<file path="src/rtl/edge_link_pkg.sv">
package edge_link_pkg;

  typedef struct packed {
    logic hi;
    logic lo;
  } strobe_t;

  // barrier disturbance model: drop wins over swap
  function automatic strobe_t barrier_xfer(strobe_t s, logic drop, logic swap);
    strobe_t r;
    if (drop)      r = '0;
    else if (swap) r = '{hi: s.lo, lo: s.hi};
    else           r = s;
    return r;
  endfunction

endpackage

</file>
<file path="src/rtl/edge_link_por.sv">
module edge_link_por #(
  parameter int HOLD_CYC = 3000
) (
  input  logic clk_i,
  input  logic rst_ni,
  output logic rdy_o
);
  localparam int HW = (HOLD_CYC < 2) ? 1 : $clog2(HOLD_CYC);
  localparam logic [HW-1:0] LAST = HW'(HOLD_CYC - 1);

  logic [HW-1:0] cnt_q;

  always_ff @(posedge clk_i or negedge rst_ni) begin
    if (!rst_ni) begin
      cnt_q <= '0;
      rdy_o <= 1'b0;
    end else if (!rdy_o) begin
      if (cnt_q == LAST) rdy_o <= 1'b1;
      else               cnt_q <= cnt_q + 1'b1;
    end
  end
endmodule

</file>
<file path="src/rtl/edge_link_tx.sv">
module edge_link_tx
  import edge_link_pkg::*;
#(
  parameter int REF_CYC = 500
) (
  input  logic    clk_i,
  input  logic    rst_ni,
  input  logic    rdy_i,
  input  logic    en_i,
  input  logic    din_i,
  output strobe_t stb_o
);
  localparam int CW = (REF_CYC < 2) ? 1 : $clog2(REF_CYC);
  localparam logic [CW-1:0] LAST = CW'(REF_CYC - 1);

  logic          lvl_q;
  logic [CW-1:0] cnt_q;
  logic          nxt_lvl;
  logic          chg;

  assign nxt_lvl = en_i ? din_i : lvl_q;  // disabled side holds last level
  assign chg     = nxt_lvl != lvl_q;

  always_ff @(posedge clk_i or negedge rst_ni) begin
    if (!rst_ni) begin
      lvl_q <= 1'b0;
      cnt_q <= '0;
      stb_o <= '0;
    end else if (!rdy_i) begin
      lvl_q <= 1'b0;
      cnt_q <= '0;
      stb_o <= '0;
    end else begin
      lvl_q <= nxt_lvl;
      if (chg) begin
        // edge beats a due refresh and restarts the timer
        stb_o <= '{hi: nxt_lvl, lo: ~nxt_lvl};
        cnt_q <= '0;
      end else if (cnt_q == LAST) begin
        stb_o <= '{hi: lvl_q, lo: ~lvl_q};
        cnt_q <= '0;
      end else begin
        stb_o <= '0;
        cnt_q <= cnt_q + 1'b1;
      end
    end
  end
endmodule

</file>
<file path="src/rtl/edge_link_rx.sv">
module edge_link_rx
  import edge_link_pkg::*;
(
  input  logic    clk_i,
  input  logic    rst_ni,
  input  logic    rdy_i,
  input  logic    en_i,
  input  strobe_t stb_i,
  output logic    out_o,
  output logic    oe_o
);
  logic q_q;

  always_ff @(posedge clk_i or negedge rst_ni) begin
    if (!rst_ni)        q_q <= 1'b0;
    else if (stb_i.hi)  q_q <= 1'b1;
    else if (stb_i.lo)  q_q <= 1'b0;
  end

  assign oe_o  = rdy_i & en_i;
  assign out_o = oe_o & q_q;
endmodule

</file>
<file path="src/rtl/edge_link_top.sv">
module edge_link_top
  import edge_link_pkg::*;
#(
  parameter int NUM_LINES = 5,
  parameter int F2S_LINES = 2,
  parameter int REF_CYC   = 500,
  parameter int HOLD_CYC  = 3000
) (
  input  logic                 clk_i,
  input  logic                 rst_ni,
  input  logic                 sys_en_i,
  input  logic                 fld_en_i,
  input  logic [NUM_LINES-1:0] sys_in_i,
  input  logic [NUM_LINES-1:0] fld_in_i,
  input  logic [NUM_LINES-1:0] drop_i,
  input  logic [NUM_LINES-1:0] flip_i,
  output logic [NUM_LINES-1:0] sys_out_o,
  output logic [NUM_LINES-1:0] sys_oe_o,
  output logic [NUM_LINES-1:0] fld_out_o,
  output logic [NUM_LINES-1:0] fld_oe_o
);
  // set bits mark field-to-system lines (top indices)
  localparam logic [NUM_LINES-1:0] F2S_MASK = ~({NUM_LINES{1'b1}} >> F2S_LINES);

  logic                 rdy_w;
  logic [NUM_LINES-1:0] tx_din_w, tx_en_w, rx_en_w;
  logic [NUM_LINES-1:0] tx_set_w, tx_clr_w, rx_set_w, rx_clr_w;
  logic [NUM_LINES-1:0] rx_out_w, rx_oe_w;

  assign tx_din_w = (sys_in_i & ~F2S_MASK) | (fld_in_i & F2S_MASK);
  assign tx_en_w  = ({NUM_LINES{sys_en_i}} & ~F2S_MASK) | ({NUM_LINES{fld_en_i}} & F2S_MASK);
  assign rx_en_w  = ({NUM_LINES{fld_en_i}} & ~F2S_MASK) | ({NUM_LINES{sys_en_i}} & F2S_MASK);

  edge_link_por #(.HOLD_CYC(HOLD_CYC)) u_por (
    .clk_i (clk_i),
    .rst_ni(rst_ni),
    .rdy_o (rdy_w)
  );

  for (genvar i = 0; i < NUM_LINES; i++) begin : g_line
    strobe_t tx_stb, rx_stb;

    edge_link_tx #(.REF_CYC(REF_CYC)) u_tx (
      .clk_i (clk_i),
      .rst_ni(rst_ni),
      .rdy_i (rdy_w),
      .en_i  (tx_en_w[i]),
      .din_i (tx_din_w[i]),
      .stb_o (tx_stb)
    );

    assign rx_stb = barrier_xfer(tx_stb, drop_i[i], flip_i[i]);

    edge_link_rx u_rx (
      .clk_i (clk_i),
      .rst_ni(rst_ni),
      .rdy_i (rdy_w),
      .en_i  (rx_en_w[i]),
      .stb_i (rx_stb),
      .out_o (rx_out_w[i]),
      .oe_o  (rx_oe_w[i])
    );

    assign tx_set_w[i] = tx_stb.hi;
    assign tx_clr_w[i] = tx_stb.lo;
    assign rx_set_w[i] = rx_stb.hi;
    assign rx_clr_w[i] = rx_stb.lo;
  end

  assign sys_out_o = rx_out_w & F2S_MASK;
  assign sys_oe_o  = rx_oe_w  & F2S_MASK;
  assign fld_out_o = rx_out_w & ~F2S_MASK;
  assign fld_oe_o  = rx_oe_w  & ~F2S_MASK;
endmodule

</file>
<file path="config.mk">
export PLATFORM = sky130hd
export DESIGN_NAME = edge_link_top
export DESIGN_NICKNAME = d
export VERILOG_FILES = /design/src/rtl/edge_link_pkg.sv /design/src/rtl/edge_link_por.sv /design/src/rtl/edge_link_tx.sv /design/src/rtl/edge_link_rx.sv /design/src/rtl/edge_link_top.sv
export SDC_FILE = /design/constraint.sdc
export NUM_CORES = 1
export LEC_CHECK = 0
export BUFFER_PORTS_ARGS = -buffer_cell sky130_fd_sc_hd__buf_4
export CORE_ASPECT_RATIO = 0.5
export CORE_MARGIN = 4
export CORE_UTILIZATION = 50
export CTS_BUF_LIST = sky130_fd_sc_hd__clkbuf_16
export CTS_CLUSTER_SIZE = 40
export DETAILED_ROUTE_END_ITERATION = 6
export GPL_TIMING_DRIVEN = 1
export MAX_ROUTING_LAYER = met4
export PLACE_DENSITY_LB_ADDON = 0.15
export SYNTH_ARGS = -nofsm -noshare
export SYNTH_HDL_FRONTEND = slang
export SYNTH_SLANG_ARGS = --single-unit
</file>
<file path="constraint.sdc">
create_clock -name clk_i -period 1.4 [get_ports clk_i]
set_input_delay 0.42 -clock clk_i [delete_from_list [all_inputs] [get_ports clk_i]]
set_output_delay 0.42 -clock clk_i [all_outputs]
set_load 0.02 [all_outputs]
</file>
# After elaboration in Yosys (flattened, before gate mapping)
# Index checks and enable logic that the tools add are counted.
word_totals:
  ff_bits: 78
  elab_cells: 137
  output_inout_bits: 20
op_classes:
  eq_ne: 11
  reduce_logical: 6
  bitwise_logic: 25
  muxes: 62
  addsub: 6
ops:
  columns: ["op", "n"]
  rows:
  - ["$mux W9", 15]
  - ["$mux W2", 25]
  - ["$add A9 B1 Y9 const B", 5]
  - ["$eq A9 B9 Y1 const B", 5]
  - ["$mux W1", 22]
  - ["$or A3 B5 Y5", 3]
  - ["$add A12 B1 Y12 const B", 1]
  - ["$eq A12 B12 Y1 const B", 1]
  - ["$not A1 Y1", 12]
  - ["$and A1 B1 Y1", 10]
  - ["$reduce_bool A2 Y1", 5]
  - ["$ne A1 B1 Y1", 5]
  - ["$reduce_and A2 Y1", 1]

# Logic depth before layout (Yosys ltp)
# Gate-level depths: netlist of the first run.
depth:
  depth_word: 5
  depth_mapped: 5

# By module
# From an unflattened synthesis of the first run, not the netlist that was laid out.
unflattened:
  cells_unflattened: 384
  area_unflattened_um2: 3975.1
modules_own_cells:
  columns: ["module", "cells_each", "area_each_um2", "n_inst"]
  rows:
  - ["edge_link_tx", 54, 565.5, 5]
  - ["edge_link_por", 58, 686.9, 1]
  - ["edge_link_rx", 5, 48.8, 5]
  - ["edge_link_top", 31, 216.5, 1]

# Worst setup path before layout of the first run
# No wires, ideal clock.
synth_path:
  path_type: "reg2reg"
  from: "reg u_por.cnt_q[0]"
  to: "reg u_por.cnt_q[1]"
  arrival_ns: 1.372
  stages_incl_launch_ff: 5
  setup_slack_ns: -0.097
  setup_time_ns: 0.125
  path_buffers: 0
  cell_sequence: "dfrtp_1 -> ha_1 -> and4_1 -> a31oi_2 -> mux2_4"
synth_between:
  elab_chain_cells: 3
  word_cells_on_any_way: 4
synth_lines:
  columns: ["element", "line_no", "source"]
  rows:
  - ["from (decl)", "edge_link_por.sv:11", "logic [HW-1:0] cnt_q;"]
  - ["from (signal assigned)", "edge_link_por.sv:19", "else cnt_q <= cnt_q + 1'b1;"]
  - ["parallel branches: the longest is 3 deep, another holds $add A12 B1 Y12", null, null]
# Parallel ways; which one is timed is not known.
# A chain may end at the register's enable or synchronous reset.

# Final worst setup path of the first run
layout_path:
  from: "reg u_por.rdy_o"
  to: "out fld_out_o[1]"
layout_between:
  elab_chain_cells: 2
layout_lines:
  columns: ["element", "line_no", "source"]
  rows:
  - ["from (decl)", "edge_link_por.sv:6", "output logic rdy_o"]
  - ["from (signal assigned)", "edge_link_por.sv:16", "rdy_o <= 1'b0;"]
  - ["from (signal assigned)", "edge_link_por.sv:18", "if (cnt_q == LAST) rdy_o <= 1'b1;"]
  - ["$and A1 B1 Y1", "edge_link_rx.sv:20", "assign oe_o = rdy_i & en_i;"]
  - ["$and A1 B1 Y1", "edge_link_rx.sv:21", "assign out_o = oe_o & q_q;"]
  - ["to (decl)", "edge_link_top.sv:19", "output logic [NUM_LINES-1:0] fld_out_o,"]
# Every way passes these cells.

==> summary.md, run 1 <==
| Metric | Value |
|---|---|
| Seq cells post-synth | `78` |
| Buffer and inverter count on the worst path | `2` |
| Max Transition Viols Final | `0` |
| Placement row count | `22` |
| # DRC | `0` |
| M2 GR Usage | `35.1%` |
| Util after Layout | `67.3%` |
| Max Buffers Root-to-Sink | `2` |
| Peak supply drop | `655 uV` |
| Nets@finish | `~480` |
| RSZ-0062 raised after global routing | `true` |
| Synth Cell Area | `just under 4000 sq um` |
| Fin. Hold Viols | `0` |
| Power per cell area | `about 900 nW/um^2` |
| I/O Buffers | `28` |
| Largest net degree at the start of global routing | `33` |
| H-Tree Depth | `3` |
| Setup TNS | `-1.78 ns` |
| DR vias | `roughly 3,000` |
| DR pass1 iterations | `5` |
| Post-synth EDFFs | `0` |
| Leakage | `~0.0022 uW` |
| TritonCTS Sinks | `slightly below 80` |
| Layout cells sized above 1 | `26.9%` |
| Final hold slack | `~0.28 ns` |
| Initial antenna violation count | `0` |
| Failing checks | `setup timing` |
| Crit Path Max Fanout | `7` |
| Required time worst endpoint | `0.98 ns` |
| Final setup fails | `14` |
| Max Cap Viol | `0` |
| Status | `finished, violations left` |
| Routed length per placed instance | `15.5 microns` |
| CTS clock-pin slew for the worst setup and hold paths | `0.06 ns` |
| Mean Syn Cell Area | `10.3 sq um` |
| Tcrit/Tclk final | `115%` |
| Register area | `1950 sq um` |
| Drt total wl | `8.75 mm` |
| TritonCTS Buffers | `9` |
| Hold Crit Class | `in2reg` |
| HPWL after DPL | `6.07 mm` |
| Placement Setup Slack | `-0.0555 ns` |
| Crit path kind | `reg2out` |
| Highest clock rate | `0.620 GHz` |
| Synth warn | `0` |
| Distinct cells, synth | `44` |
| Final worst setup slack | `-0.213 ns` |
| CTS tree | `built` |
| Vias in the first global route | `around 3,200` |
| Critical path's slowest cell | `dfrtp_1` |
| Initial DRC Count | `211` |
| Top Family by Delay on Critical Path | `flip-flops` |
| Main synth FF type | `dfrtp_1` |
| Core area | `7490 sq um` |
| Post-synthesis async set-or-reset flop share | `100%` |
| Most frequent CP cell | `buf_6` |
| Setup Skew | `0.00649 ns` |
| First-pass GRT wire length | `14.8 mm` |
| Vias per cell | `around 5.4` |
| Die area | `9430 sq um` |
| Arrival time at the worst endpoint | `roughly 1.2 ns` |
| Worst skew pair latency | `0.34 ns` |
| Congestion Overflow GR | `0` |
| Routing usage on met3 | `6.46%` |
| Fill cell count | `579` |
| Antenna Nets Post-Route | `0` |
| Hold Crit Start | `drop_i[4]` |
| CP Launch Point | `u_por.rdy_o$_DFF_PN0_` |
| Met1 usage | `around 23%` |
| Finished Layout Cells | `approximately 570` |
| P&R area growth vs syn | `28.2%` |
| Placed insts | `540` |
| Die Ht | `just over 70 microns` |
| Worst r2r src | `u_por.rdy_o$_DFF_PN0_` |
| Post-synthesis sequential area ratio | `49.7%` |
| Critical path, cell by cell | `buf_6 > and3_1 > buf_6` |
| Worst path max stage delay | `0.41 ns` |
| CTS Root Buffer Type | `clkbuf_16` |
| Starting density of the core | `52.5%` |
| GRT busiest layer | `met2` |
| Critical Path Source Type | `register` |
| IO Pins | `44` |
| Total track usage | `20.5%` |
| Crit path time final | `1.61 ns` |
| Area of the multi-input gates | `1970 sq um` |
| GPL Wtd Cong | `0.808` |
| Setup crit end kind | `output pin` |
| Ant. Diodes | `0` |
| Syn Inst Count | `about 380` |
| Die width | `133 microns` |
[registers in the layout, indices dropped and copies added (netlist names)]
name	cells
g_line.u_tx.lvl_q	5
g_line.u_rx.q_q	5
g_line.u_tx.cnt_q	45
u_por.cnt_q	12
g_line.u_tx.stb_o	10
u_por.rdy_o	1
[layer usage]
metal / wire length, microns / share of wire (%)
met5: 0 / 0
met2: 4410 / 50
met4: 212 / 2.4
met1: 3820 / 44
met3: 302 / 3.5
[layout by cell type (no fill, tap or decap), drive strengths merged, types with 9 or more instances in the layout]
cell type | netlist | final
inv | 21 | 24
o21ai | 33 | 33
nor2 | 41 | 41
nand3 | 23 | 23
nand4 | 12 | 12
buf | 23 | 76
mux2i | 10 | 10
a21oi | 11 | 11
and3 | 19 | 19
or3 | 9 | 9
dfrtp | 78 | 78
a31oi | 9 | 9
xnor2 | 21 | 21
clkbuf | 1 | 9
conb | 1 | 10
[final timing paths]
path	end	slack (ns)	depth (start not counted)
setup / recovery	fld_out_o[1]	-0.21	3
hold / removal	g_line[4].u_rx.q_q$_DFFE_PN0P_	0.28	2
setup reg to reg	u_por.cnt_q[6]$_DFFE_PN0P_	-0.03	5
hold reg to reg	u_por.cnt_q[11]$_DFFE_PN0P_	0.48	1
max in group asynchronous	g_line[3].u_tx.cnt_q[3]$_DFF_PN0_	0.38	3
min in group asynchronous	u_por.cnt_q[2]$_DFFE_PN0P_	0.54	2
[per-stage QoR]
stage | power (uW) | instance area (sq um)
after global placement | 2460 | 4460
after CTS | 4480 | 4850
final | 4440 | 5040
after detailed placement | 2470 | 4460
after global routing | 4610 | 5040
after floorplan | 2370 | 3980
[power breakdown]
part | leakage (uW) | internal, uW | total (uW) | switching (uW)
Combinational | 0.00101 | 64.7 | 176 | 111
Sequential | 0.00108 | 2260 | 2260 | 0
Clock | 0.000134 | 1150 | 2010 | 853
Total | 0.00222 | 3470 | 4440 | 965
[worst register-to-register path: cells and delay by family (launching register included)]
kind,cells,cell delay (ns)
AND/OR/NAND/NOR,2,0.54
flip-flops,1,0.41
buffers and inverters,2,0.26
XOR/XNOR,1,0.14
[logic make-up after synthesis]
logic type | Yosys count | share of synthesized area, %
buffers and inverters | 45 | 6.31
XOR/XNOR | 29 | 6.47
multiplexers | 11 | 2.93
other | 1 | 0.0954
AO/OA/AOI/OAI | 75 | 12.2
adder cells (fa/ha/maj) | 6 | 1.91
AND/OR/NAND/NOR | 136 | 20.4
flip-flops | 78 | 49.7
[cells in the mapped netlist (2+ instances only)]
master | n | area share, %
a211oi_1 | 8 | 1.5
a21oi_1 | 11 | 1.4
a31oi_1 | 8 | 1.3
and2_1 | 7 | 1.1
and3_1 | 18 | 2.9
and4_1 | 3 | 0.67
buf_2 | 3 | 0.38
buf_4 | 20 | 3.8
dfrtp_1 | 78 | 50
ha_1 | 6 | 1.9
inv_1 | 20 | 1.9
mux2i_1 | 10 | 2.5
nand2_1 | 5 | 0.48
nand3_1 | 23 | 2.9
nand4_1 | 12 | 1.9
nand4bb_1 | 4 | 1.1
nor2_1 | 41 | 3.9
nor3b_1 | 6 | 1.1
o211a_1 | 4 | 1.0
o21ai_0 | 31 | 3.9
o21ai_1 | 2 | 0.25
o221ai_1 | 3 | 0.67
o221ai_2 | 2 | 0.76
or3_1 | 9 | 1.4
xnor2_1 | 21 | 4.7
xor2_1 | 8 | 1.8
[layout make-up]
cell class | count | share of cell area (%)
clock buffer | 9 | 4.47
inverter | 21 | 1.56
clock inverter | 6 | 0.472
multi-input combinational | 267 | 39.1
tap | 108 | 2.68
sequential | 78 | 38.7
timing repair buffer | 77 | 13.0
[repair_timing]
| item | in CTS | in global routing |
|---|---|---|
| pin swaps | 3 | 7 |
| hold endpoints to repair | 22 | 0 |
| hold buffers | 1 | 0 |
| setup endpoints to repair | 18 | 44 |
| setup buffers | 4 | 7 |
| resized for setup | 23 | 26 |
(Power assumes the default switching activity.)
==> run 2: changes to the inputs <==
--- a/config.mk
+++ b/config.mk
@@ -15,6 +15,7 @@
 export GPL_TIMING_DRIVEN = 1
 export MAX_ROUTING_LAYER = met4
 export PLACE_DENSITY_LB_ADDON = 0.15
+export SETUP_SLACK_MARGIN = 0.02
 export SYNTH_ARGS = -nofsm -noshare
 export SYNTH_HDL_FRONTEND = slang
 export SYNTH_SLANG_ARGS = --single-unit
==> run 2 against run 1 <==
  * The flow still finishes with violations (setup timing)
  * Combinational power barely moved
  * Cell count grew 0.88%
  * Register-to-register slack got worse by 0.03 ns
  * Design area rose by 1.8%
  * Die area did not move
  * Largest cell class unchanged
  * Routed wire length is 3.0% lower
  * Total power rose by 8.4%
  * Sequential share of layout area fell by 0.67 points
  * Clock skew down 0.00071 ns
  * Critical path depth is the same
  * Largest power group is now the clock network
  * Clock power grew 18%
==> summary.md, run 2 (synthesized netlist as in run 1, its figures left out) <==
| Metric | Value |
|---|---|
| Status | `finished, violations left` |
| Failing checks | `setup timing` |
| H-Tree Depth | `3` |
| Internal Power | `3860 uW` |
| Placement Setup Slack | `-0.00713 ns` |
| DR vias | `3,097` |
| Starting density of the core | `between 50 and 60%` |
| Ant. Diodes | `0` |
| Max Buffers Root-to-Sink | `2` |
| Peak supply drop | `667 uV` |
| Crit path kind | `reg2out` |
| Nets@finish | `between 400 and 500` |
| DR pass1 iterations | `4` |
| Drt total wl | `8.48 mm` |
| Largest net degree at the start of global routing | `24` |
| # DRC | `0` |
| Sw frac | `19.8%` |
| Fin. Hold Viols | `0` |
| Finished Layout Cells | `571` |
| Leakage | `0.00223 uW` |
| Commonest non-fill, non-tap cell in the layout | `dfrtp_1` |
| Placement row count | `22` |
| Final worst setup slack | `-0.212 ns` |
| Setup Skew | `0.00578 ns` |
| Die Ht | `70.7 microns` |
| Die width | `between 100 and 150 microns` |
| Core area | `7490 sq um` |
| Worst skew pair latency | `0.33 ns` |
| Placed insts | `546` |
| Total track usage | `a little under a fifth` |
| IO Pins | `44` |
| Routed length per placed instance | `14.9 microns` |
| First-pass GRT wire length | `14.1 mm` |
| Required time worst endpoint | `between 0.9 and 1 ns` |
| Crit path time final | `1.61 ns` |
| Arrival time at the worst endpoint | `1.19 ns` |
| Design area | `5130 sq um` |
| Setup crit end kind | `output pin` |
| HPWL after DPL | `5.92 mm` |
| Die area | `9430 sq um` |
| Tcrit/Tclk final | `115%` |
| Max FFs per register | `between 40 and 50` |
| Seq pwr share | `46.9%` |
| Congestion Overflow GR | `0` |
| P&R area growth vs syn | `30.6%` |
| Cell Area, Placed | `4510 sq um` |
| GPL Wtd Cong | `approximately 0.92` |
| Final setup fails | `16` |
| Max Transition Viols Final | `0` |
| Comb power frac | `3.7%` |
| Max Cap Viol | `0` |
| Most frequent cells in the layout | `dfrtp_1, buf_4, nor2_1` |
| Util after Layout | `68.5%` |
| Vias in the first global route | `about 3,100` |
| Clock share of power | `49.4%` |
| Layout cells sized above 1 | `29.8%` |
| Power per cell area | `938 nW/um^2` |
| RSZ-0062 raised after global routing | `true` |
| Critical Path Source Type | `register` |
| TritonCTS Sinks | `78` |
| CTS tree | `built` |
| Vias per cell | `5.42` |
| I/O Buffers | `28` |
| TritonCTS Buffers | `9` |
| Antenna Nets Post-Route | `0` |
| Largest registers | `g_line.u_tx.cnt_q (45), u_por.cnt_q (12), g_line.u_tx.stb_o (10)` |
| Initial antenna violation count | `0` |
| Highest clock rate | `0.620 GHz` |
| CTS clock-pin slew for the worst setup and hold paths | `roughly 0.050 ns` |
| Psw | `954 uW` |
| Crit Path Max Fanout | `8` |
| CTS Root Buffer Type | `clkbuf_16` |
| Initial DRC Count | `between 150 and 200` |
| Hold Crit Class | `in2reg` |
| Reg with most FFs | `g_line.u_tx.cnt_q` |
| Fill cell count | `about 590` |
==> run 2: changes by cell type in the layout (fill, tap and decap cells not counted), sizes merged <==
| cell | previous run | this run |
|---|---|---|
| bufinv | 0 | 2 |
| buf | 76 | 80 |
| inv | 24 | 23 |
==> run 2: layout make-up <==
cell class	count	area, sq um	area share, %
clock buffers	9	225	4.39
clock inverters	7	81.3	1.59
multi-input cells	267	1970	38.4
flip-flops and latches	78	1950	38.1
inverters	21	78.8	1.54
well taps	108	135	2.63
repair buffers	81	688	13.4
==> run 2: worst paths after layout <==
check / end / from / depth (start not counted) / slack, ns
min in group asynchronous: g_line[3].u_tx.cnt_q[5]$_DFF_PN0_ / rst_ni / 2 / 0.52
worst max-delay path: fld_out_o[0] / u_por.rdy_o$_DFF_PN0_ / 3 / -0.21
worst min register to register: u_por.cnt_q[9]$_DFFE_PN0P_ / u_por.cnt_q[9]$_DFFE_PN0P_ / 1 / 0.50
worst max register to register: u_por.cnt_q[11]$_DFFE_PN0P_ / u_por.rdy_o$_DFF_PN0_ / 5 / -0.06
worst min-delay path: g_line[1].u_rx.q_q$_DFFE_PN0P_ / drop_i[1] / 2 / 0.29
max in group asynchronous: u_por.cnt_q[3]$_DFFE_PN0P_ / rst_ni / 3 / 0.45
==> run 2: critical path: stages (launching register included) <==
cell	delay [ns]
dfrtp_2	0.43
buf_6	0.15
and3_4	0.15
buf_6	0.13
==> run 2: power by group through the flow <==
stage               clock network [uW]  registers, uW  logic [uW]
detailed placement                   0           2300         178
floorplan                            0           2300        72.1
finish                            2380           2260         179
global route                      2550           2250         199
global placement                     0           2300         173
CTS                               2440           2250         182
==> run 2: through the flow <==
| stage | hold WS [ns] | power [uW] | TNS, ns |
|---|---|---|---|
| 2_1_floorplan | 0.124 | 2370 | 0 |
| 3_3_place_gp | 0.326 | 2470 | 0 |
| 3_5_place_dp | 0.331 | 2470 | -0.0147 |
| 4_1_cts | 0.278 | 4870 | -2.23 |
| 5_1_grt | 0.279 | 5000 | -2.86 |
| 6_report | 0.288 | 4810 | -1.89 |
==> run 2: repair_timing <==
item	4_1_cts	5_1_grt
pin swaps	5	13
endpoints found under the hold margin	16	0
setup buffers	4	5
endpoints found under the setup margin	13	52
resized for setup	25	28
hold buffers	1	0
==> run 2: routing by layer <==
metal / vias up / track usage [%] / wire length [microns]
met3: 19 / 6.18 / 349
met5: - / - / 0
met1: 1513 / 22.6 / 3670
met2: 66 / 30.6 / 4270
li1: 1499 / - / -
met4: 0 / 7.98 / 189
